[src/rtl/nanq_pkg.sv]
package nanq_pkg;

  localparam int unsigned NUM_FMT = 4;
  localparam int unsigned WORD_W  = 64;
  localparam int unsigned FMT_W   = 2;
  localparam int unsigned STYLE_W = 2;

  typedef enum logic [FMT_W-1:0] {
    FMT_HALF   = 2'd0,
    FMT_BF16   = 2'd1,
    FMT_SINGLE = 2'd2,
    FMT_DOUBLE = 2'd3
  } fmt_e;

  typedef enum logic [STYLE_W-1:0] {
    DN_QBIT    = 2'd0,
    DN_ALLFRAC = 2'd1,
    DN_NEGTOP  = 2'd2,
    DN_SUBTOP  = 2'd3
  } dnan_style_e;

  function automatic int unsigned exp_bits(input int unsigned f);
    case (f)
      0:       return 5;
      1:       return 8;
      2:       return 8;
      default: return 11;
    endcase
  endfunction

  function automatic int unsigned frac_bits(input int unsigned f);
    case (f)
      0:       return 10;
      1:       return 7;
      2:       return 23;
      default: return 52;
    endcase
  endfunction

  function automatic int unsigned word_bits(input int unsigned f);
    return 1 + exp_bits(f) + frac_bits(f);
  endfunction

endpackage

[src/rtl/nanq_lane.sv]
module nanq_lane #(
  parameter int unsigned EXP_W  = 8,
  parameter int unsigned FRAC_W = 23,
  localparam int unsigned LW    = 1 + EXP_W + FRAC_W
) (
  input  logic [LW-1:0] word,
  input  logic          snan_pol,
  input  logic          no_snan,
  input  logic [1:0]    style,
  output logic          q_nan,
  output logic          s_nan,
  output logic [LW-1:0] quieted,
  output logic [LW-1:0] dflt
);
  localparam logic [FRAC_W-1:0] TOP_BIT = {1'b1, {(FRAC_W-1){1'b0}}};
  localparam logic [FRAC_W-1:0] SUB_BIT = TOP_BIT >> 1;

  logic exp_ones, frac_top, frac_low_nz, any_nan;

  assign exp_ones    = &word[LW-2:FRAC_W];
  assign frac_top    = word[FRAC_W-1];
  assign frac_low_nz = |word[FRAC_W-2:0];
  assign any_nan     = exp_ones & (frac_top | frac_low_nz);

  // classification
  always_comb begin
    if (no_snan) begin
      q_nan = any_nan;
      s_nan = 1'b0;
    end else if (snan_pol) begin
      s_nan = exp_ones & frac_top;
      q_nan = exp_ones & ~frac_top & frac_low_nz;
    end else begin
      s_nan = exp_ones & ~frac_top & frac_low_nz;
      q_nan = exp_ones & frac_top;
    end
  end

  // quieting: only a signaling NaN is modified
  always_comb begin
    quieted = word;
    if (s_nan) begin
      if (snan_pol) begin
        quieted[FRAC_W-1] = 1'b0;
        quieted[FRAC_W-2] = 1'b1;
      end else begin
        quieted[FRAC_W-1] = 1'b1;
      end
    end
  end

  // default NaN pattern
  logic              dn_sign;
  logic [FRAC_W-1:0] dn_frac;

  always_comb begin
    dn_sign = 1'b0;
    case (style)
      2'd0:    dn_frac = snan_pol ? ~TOP_BIT : TOP_BIT;
      2'd1:    dn_frac = '1;
      2'd2: begin
        dn_sign = 1'b1;
        dn_frac = TOP_BIT;
      end
      default: dn_frac = SUB_BIT;
    endcase
    dflt = {dn_sign, {EXP_W{1'b1}}, dn_frac};
  end

endmodule

[src/rtl/nanq_out_stage.sv]
module nanq_out_stage #(
  parameter int unsigned W  = 8,
  parameter bit          EN = 1'b1
) (
  input  logic         clk,
  input  logic         rst,
  input  logic [W-1:0] d,
  output logic [W-1:0] q
);
  generate
    if (EN) begin : g_reg
      logic [W-1:0] r;
      always_ff @(posedge clk) begin
        if (rst) r <= '0;
        else     r <= d;
      end
      assign q = r;


      stage_delay_chk: assert property (@(posedge clk) disable iff (rst)
        !$past(rst) |-> q == $past(d));

      stage_reset_chk: assert property (@(posedge clk)
        rst |=> q == '0);
    end else begin : g_wire
      assign q = d;
    end
  endgenerate
endmodule

[src/rtl/fp_nan_quieter.sv]
module fp_nan_quieter #(
  parameter bit OUT_REG = 1'b1
) (
  input  logic        clk,
  input  logic        rst,
  input  logic [1:0]  fmt_sel,
  input  logic        snan_pol,
  input  logic        no_snan,
  input  logic [1:0]  dnan_style,
  input  logic [63:0] din,
  output logic        is_qnan,
  output logic        is_snan,
  output logic [63:0] quiet_out,
  output logic [63:0] dflt_nan
);
  import nanq_pkg::*;

  localparam int unsigned PACK_W = 2 + 2 * WORD_W;

  logic              lane_q     [NUM_FMT];
  logic              lane_s     [NUM_FMT];
  logic [WORD_W-1:0] lane_quiet [NUM_FMT];
  logic [WORD_W-1:0] lane_dflt  [NUM_FMT];
  logic [WORD_W-1:0] lane_mask  [NUM_FMT];

  generate
    for (genvar g = 0; g < NUM_FMT; g++) begin : g_lane
      localparam int unsigned EW = exp_bits(g);
      localparam int unsigned FW = frac_bits(g);
      localparam int unsigned LW = 1 + EW + FW;
      logic [LW-1:0] lq, ld;
      nanq_lane #(.EXP_W(EW), .FRAC_W(FW)) u_lane (
        .word     (din[LW-1:0]),
        .snan_pol (snan_pol),
        .no_snan  (no_snan),
        .style    (dnan_style),
        .q_nan    (lane_q[g]),
        .s_nan    (lane_s[g]),
        .quieted  (lq),
        .dflt     (ld)
      );
      assign lane_quiet[g] = WORD_W'(lq);
      assign lane_dflt[g]  = WORD_W'(ld);
      assign lane_mask[g]  = WORD_W'({LW{1'b1}});
    end
  endgenerate

  logic              sel_q, sel_s;
  logic [WORD_W-1:0] sel_quiet, sel_dflt, sel_mask;

  always_comb begin
    sel_q     = lane_q[fmt_sel];
    sel_s     = lane_s[fmt_sel];
    sel_quiet = lane_quiet[fmt_sel];
    sel_dflt  = lane_dflt[fmt_sel];
    sel_mask  = lane_mask[fmt_sel];
  end

  logic [PACK_W-1:0] pk_in, pk_out;
  assign pk_in = {sel_q, sel_s, sel_quiet, sel_dflt};

  nanq_out_stage #(.W(PACK_W), .EN(OUT_REG)) u_out (
    .clk (clk),
    .rst (rst),
    .d   (pk_in),
    .q   (pk_out)
  );

  assign {is_qnan, is_snan, quiet_out, dflt_nan} = pk_out;


  class_excl_chk: assert property (@(posedge clk) disable iff (rst)
    !(sel_q && sel_s));

  no_snan_mode_chk: assert property (@(posedge clk) disable iff (rst)
    no_snan |-> !sel_s);

  passthru_chk: assert property (@(posedge clk) disable iff (rst)
    !sel_s |-> sel_quiet == (din & sel_mask));

  dflt_width_chk: assert property (@(posedge clk) disable iff (rst)
    (sel_dflt & ~sel_mask) == '0);

endmodule

[config.mk]
export PLATFORM = sky130hd
export DESIGN_NAME = fp_nan_quieter
export DESIGN_NICKNAME = d
export VERILOG_FILES = /design/src/rtl/nanq_pkg.sv /design/src/rtl/nanq_lane.sv /design/src/rtl/nanq_out_stage.sv /design/src/rtl/fp_nan_quieter.sv
export SDC_FILE = /design/constraint.sdc
export NUM_CORES = 1
export LEC_CHECK = 0
export CAP_MARGIN = 30
export CORE_AREA = 10 10 102 104
export CTS_CLUSTER_DIAMETER = 200
export CTS_CLUSTER_SIZE = 28
export DETAILED_ROUTE_END_ITERATION = 8
export DIE_AREA = 0 0 112 114
export PLACE_DENSITY = 0.83
export RECOVER_POWER = 50
export REMOVE_ABC_BUFFERS = 1
export SYNTH_ARGS = -nofsm -noshare
export SYNTH_HDL_FRONTEND = slang
export SYNTH_SLANG_ARGS = --single-unit
[constraint.sdc]
create_clock -name clk -period 3 [get_ports clk]
set_clock_uncertainty 0.1 [all_clocks]
set_input_delay 0.6 -clock clk [delete_from_list [all_inputs] [get_ports clk]]
set_output_delay 0.6 -clock clk [all_outputs]
set_load 0.005 [all_outputs]
==> Yosys cells after proc, flatten, opt, wreduce, memory -nomap -nowiden <==
Index checks and enable logic that the tools add are counted.
W data, S select, Z words.
{ "word_totals": {"inputBits": 72, "regBits": 130, "output_inout_bits": 130} }
{ "classes": {"muxes": 46, "n_lt_le_gt_ge": 1, "bitwise_logic": 25, "eq_ne": 2, "n_reduce_logical": 9} }
{ "op_table": {"columns": ["cell", "n"], "rows": [
  ["$bmux W64 S2", 2],
  ["$mux W64", 4],
  ["$pmux W52 S3", 1],
  ["$pmux W23 S3", 1],
  ["$mux W52", 1],
  ["$reduce_or A51 Y1", 1],
  ["$pmux W10 S3", 1],
  ["$mux W1", 26],
  ["$mux W23", 1],
  ["$reduce_or A22 Y1", 1],
  ["$pmux W7 S3", 1],
  ["$and A1 B1 Y1", 16],
  ["$reduce_and A8 Y1", 2],
  ["$reduce_and A11 Y1", 1],
  ["$mux W10", 1],
  ["$reduce_or A9 Y1", 1],
  ["$mux W2", 4],
  ["$mux W7", 1],
  ["$reduce_or A6 Y1", 1],
  ["$reduce_and A5 Y1", 1],
  ["$bmux W1 S2", 2],
  ["$not A1 Y1", 4],
  ["$or A1 B1 Y1", 4],
  ["$ge A3 B3 Y1 const B", 1],
  ["other kinds (4)", 4]
]} }

==> Logic depth before layout (Yosys ltp) <==
{ "depth": {"word_depth": 9, "depth_mapped": 7, "depth_no_buf": 7} }

==> Modules after synthesis <==
From an unflattened synthesis, not the netlist that was laid out.
{ "unflattened": {"cells_unflattened": 846, "area_unflattened_um2": 8114.0} }
{ "modules_own_cells": {"columns": ["module", "n_inst", "seq_area_each_um2", "cells_per_inst", "area_each_um2"], "rows": [
  ["nanq_out_stage", 1, 2602.5, 274, 3488.3],
  ["fp_nan_quieter", 1, 0.0, 191, 1900.6],
  ["nanq_lane at g_lane[3].u_lane", 1, 0.0, 173, 1249.9],
  ["nanq_lane at g_lane[2].u_lane", 1, 0.0, 94, 656.9],
  ["nanq_lane at g_lane[0].u_lane", 1, 0.0, 58, 415.4],
  ["nanq_lane at g_lane[1].u_lane", 1, 0.0, 56, 402.9]
]} }

==> Worst setup path after synthesis <==
Ideal clock, no wire load.
{ "synth_path": {"kind": "input -> register", "startpoint": "in din[9]", "endpoint": "reg u_out.g_reg.r[129] (netlist: u_out.q[129])", "path_stages": 6, "t_required_ns": 2.783, "path_buffers": 1, "setup_time_ns": 0.117, "arrival_time_ns": 1.746, "setup_slack_ns": 1.037, "path_cell_list": "buf_6 -> nor4_2 -> nand4_2 -> nor4_4 -> o31ai_1 -> a22o_1"} }
{ "synth_between": {"elab_chain_len": 8} }
{ "synth_lines": {"columns": ["item", "line", "source"], "rows": [
  ["from (decl)", "fp_nan_quieter.sv:10", "input logic [63:0] din,"],
  ["$reduce_and A8 Y1 or $not A1 Y1 (tied branches)", "nanq_lane.sv:20, nanq_lane.sv:32", null],
  ["$and A1 B1 Y1 (2 in a row)", "nanq_lane.sv:32", "q_nan = exp_ones & ~frac_top & frac_low_nz;"],
  ["$mux W1", "nanq_lane.sv:30", "end else if (snan_pol) begin"],
  ["$mux W1", "nanq_lane.sv:27", "if (no_snan) begin"],
  ["$bmux W1 S2 *", "fp_nan_quieter.sv:52", "sel_q = lane_q[fmt_sel];"],
  ["$mux W1 (not written as such) * (2 in a row)", "fp_nan_quieter.sv:52", null],
  ["to (signal assigned)", "nanq_out_stage.sv:14", "if (rst) r <= '0;"],
  ["to (signal assigned)", "nanq_out_stage.sv:15", "else r <= d;"],
  ["to (decl)", "nanq_out_stage.sv:12", "logic [W-1:0] r;"]
]} }
Mark *: on every way between the ends. The rest lies on a longest branch, timed or not. The select of a mux whose other input is x is not followed.
A chain may end at the register's enable or synchronous reset.

==> impl_summary.md <==
Route
The residual antenna-violating net count after detailed routing is 0. After the first detailed-routing iteration, the DRC count stood at 275. The final route contains roughly 3000 vias. After detailed routing, the number of remaining DRC violations is 0. The via density per instance is 4.908. Summed over all layers, the routed wires come to 11090 microns.

Before antenna repair, the detailed router went through 4 iterations. The mean routed wirelength per cell is 18.45 microns.

Yosys
In this run the cell area of the synthesized design comes to around 0.0033 sq mm. Of all cell types, the one taking the most synthesized area is sky130_fd_sc_hd__dfxtp_1. The count of different cell masters after synthesis is 45. The mean instance size in the synthesized netlist is 9.810 sq um. For this run, the register share of the synthesized area comes to 0.5163. Yosys mapped a number of flops with a built-in enable equal to 0. The share of synthesized flip-flops with an asynchronous set or reset is 0. The share of Yosys cell area claimed by the top area cell type is 0.5163. Counting every instance in the synthesized netlist gives 332. After synthesis, the cell types taking the most area are sky130_fd_sc_hd__dfxtp_1 52%, sky130_fd_sc_hd__buf_4 11%, sky130_fd_sc_hd__and3_1 6.0%.

After synthesis the netlist holds a flip-flop and latch count of 84. The total number of yosys warnings is 0. The most used flip-flop cell after synthesis is sky130_fd_sc_hd__dfxtp_1.

Power and ir drop
The internal portion of total power is 1.748 mW. Of the total power, combinational logic draws 0.156. The leakage power is 2.299 nW. Dividing total power by cell area gives a power density of ~440 mW/mm^2. The share of total power dissipated in the clock network is 0.333. The sequential share of power is 0.511.

Of the total power, the share spent switching nets is 0.2384. The net switching power figure is between 500 and 600 uW. The worst voltage drop across the vdd grid is around 220 uV.

STA
The final count of pins violating max slew is 0. Setup repair after global routing left no endpoint under its margin. The maximum clock rate is just under 400 MHz. Headroom to the max-slew limit came out at 0.2628. The number of failing setup endpoints in the final timing report is 0. Summed over all failing endpoints, the final setup total negative slack is 0 ns. For the pin with the worst max-slew slack, the measured transition is ~1.1 ns. The hold violation total from the final report is 0.

Subtracting the final worst setup slack from the clock period gives 2.542 ns. The ratio of final minimum period to clock period is 0.8474.

Clock network
The H-tree was split into 3 levels. The clock transition time at the flip-flop clock pins of the worst setup and hold paths is 0.09 ns. The CTS tree is yes.

The root buffer selected by CTS is sky130_fd_sc_hd__clkbuf_8. The post-CTS setup repair buffer count is 0. The TritonCTS buffer count is 9. The total of cells resized after clock tree synthesis is 0. Buffers inserted to repair hold after CTS numbered 0. The number of buffers on the longest clock path is 2.

The clock sink count is 84.

Final layout
The layout has 705 filler cells. The leading cell type in the layout, fill and taps excluded is sky130_fd_sc_hd__clkdlybuf4s50_1. Summing all non-filler instances in the final layout gives an area of 0.005221 sq mm. The fraction of final layout cells with drive strength greater than 1 is 0.06085.

0 antenna diodes ended up in the layout. In the final layout, the multi-input gates occupy 0.001135 sq mm. The number of flip-flops under the largest register name is 84.

The top cell types in the final layout, fill and taps aside, are 123 x sky130_fd_sc_hd__clkdlybuf4s50_1, 84 x sky130_fd_sc_hd__dfxtp_1, 78 x sky130_fd_sc_hd__dlygate4sd3_1, 31 x sky130_fd_sc_hd__and3_1, 18 x sky130_fd_sc_hd__nor2_1. The sequential cell area in the final layout is 0.001682 sq mm. The net count of the finished layout is 565. From synthesis to final layout, the design area changed by 60.32%.

GRT
In the global route stage, overall resource usage came out at 0.1670. The first global-routing pass estimated 17280 microns of wire. The number of antenna violations at the first check in global routing is 0. The pin count of the biggest net entering global routing is 43. The via count of the first global-routing pass is 3191. Summed over all layers, the global routing overflow is 0.

Critical path
STA puts the critical path data arrival time at 2.67 ns. The worst-path maximum fanout is 25. The worst endpoint required time is 3.13 ns. The critical path class is input port to register.

The endpoint type of the worst setup path is a register. The element type at the critical path start is an input port.

Floorplan
In this run the horizontal extent of the chip is 112 microns. The number of ports placed on the die boundary is ~200. The floorplan step set the die height to 114 microns. The number of rows in the core area is 34.

The initial cell density of the core is 0.3847. The region available for standard cell placement spans roughly 0.0085 sq mm. The die covers 0.01277 sq mm.

Placement
The area after detailed placement is 0.005046 sq mm. The number of port buffers is between 200 and 250. The global placer's final weighted congestion is 0.8736. The HPWL reported at the end of detailed placement is 8882 microns.

Worst hold path
The number of instances on the worst hold path is 2. The min-delay analysis places its worst path in the category input port to register. The end of the worst hold path is u_out.q[127]. The hold path startpoint is din[63].

Status
The run finished with clean final reports.

Job
Max-cap violations in this run came to 0.
[layout make-up]
type | count | share of cell area
clock buffer | 9 | 0.02372
clock inverter | 5 | 0.01054
inverter | 10 | 0.007189
multi-input combinational | 178 | 0.2173
sequential | 84 | 0.3221
tap | 108 | 0.02588
timing repair buffer | 207 | 0.3932
[power groups by stage]
| stage | logic (mW) | clock network (mW) | registers (mW) |
|---|---|---|---|
| finish | 0.357 | 0.765 | 1.17 |
| global route | 0.387 | 0.824 | 1.18 |
| CTS | 0.376 | 0.784 | 1.18 |
| detailed placement | 0.373 | 0 | 1.20 |
| global placement | 0.370 | 0 | 1.20 |
| floorplan | 0.0676 | 0 | 1.21 |
[worst max-delay path by stage]
stage	startpoint	to	slack, ns	cells after the start
floorplan	fmt_sel[1]	u_out.q[115]	0.64	4
global placement	din[1]	u_out.q[129]	0.44	6
detailed placement	din[1]	u_out.q[129]	0.38	6
CTS	u_out.q[49]	dflt_nan[49]	0.68	1
global route	rst	u_out.q[128]	0.29	7
finish	rst	u_out.q[128]	0.46	7
[critical path: stages]
cell and delay (ns):
sky130_fd_sc_hd__clkdlybuf4s50_1 0.47, sky130_fd_sc_hd__clkbuf_1 0.82, sky130_fd_sc_hd__nand3b_1 0.20, sky130_fd_sc_hd__nor4_1 0.05, sky130_fd_sc_hd__o21ai_0 0.19, sky130_fd_sc_hd__o2111a_1 0.26
sky130_fd_sc_hd__o21ai_2 0.07
[routing by layer]
metal | vias up | wire length (microns) | track usage
li1 | 1422 | - | -
met1 | 1362 | 4213 | 0.1717
met2 | 149 | 5329 | 0.2852
met3 | 17 | 1311 | 0.08451
met4 | 0 | 235 | 0.06599
met5 | - | 0 | 0
[cells by family after synthesis]
family / count (synthesis) / synth area share
simple gates: 133 / 0.2470
flops: 84 / 0.5163
buf+inv: 70 / 0.1360
compound gates: 41 / 0.08644
fa+ha+maj: 3 / 0.01153
xor+xnor: 1 / 0.002690
[through the flow]
| step | total power [mW] | utilization | hold WS (ns) | setup WS, ns | instances |
|---|---|---|---|---|---|
| 2_1_floorplan | 1.279 | - | 0.5667 | 0.6358 | 272 |
| 3_3_place_gp | 1.570 | 0.5961 | 1.097 | 0.4434 | 587 |
| 3_5_place_dp | 1.576 | 0.5961 | 1.099 | 0.3812 | 587 |
| 4_1_cts | 2.337 | 0.6172 | 0.7161 | 0.6825 | 601 |
| 5_1_grt | 2.391 | 0.6168 | 0.7165 | 0.2936 | 601 |
| 6_report | 2.296 | 0.6168 | 0.7356 | 0.4577 | 601 |
[Yosys cell counts, types with 2 or more instances]
cell / instances
sky130_fd_sc_hd__a21boi_0: 2
sky130_fd_sc_hd__a21oi_1: 12
sky130_fd_sc_hd__a31oi_1: 5
sky130_fd_sc_hd__and2_1: 14
sky130_fd_sc_hd__and3_1: 31
sky130_fd_sc_hd__buf_4: 46
sky130_fd_sc_hd__clkbuf_1: 13
sky130_fd_sc_hd__dfxtp_1: 84
sky130_fd_sc_hd__ha_1: 3
sky130_fd_sc_hd__inv_1: 10
sky130_fd_sc_hd__nand2_1: 9
sky130_fd_sc_hd__nand2b_1: 4
sky130_fd_sc_hd__nand3_1: 2
sky130_fd_sc_hd__nand3b_1: 2
sky130_fd_sc_hd__nand4_1: 8
sky130_fd_sc_hd__nor2_1: 18
sky130_fd_sc_hd__nor2b_1: 14
sky130_fd_sc_hd__nor3_1: 9
sky130_fd_sc_hd__nor4_1: 11
sky130_fd_sc_hd__nor4_4: 2
sky130_fd_sc_hd__o2111ai_1: 2
sky130_fd_sc_hd__o21a_1: 2
sky130_fd_sc_hd__o21ai_0: 4
sky130_fd_sc_hd__o31ai_1: 2
sky130_fd_sc_hd__or2_2: 2
sky130_fd_sc_hd__or4_1: 2
Power figures use the tool's default switching activity.
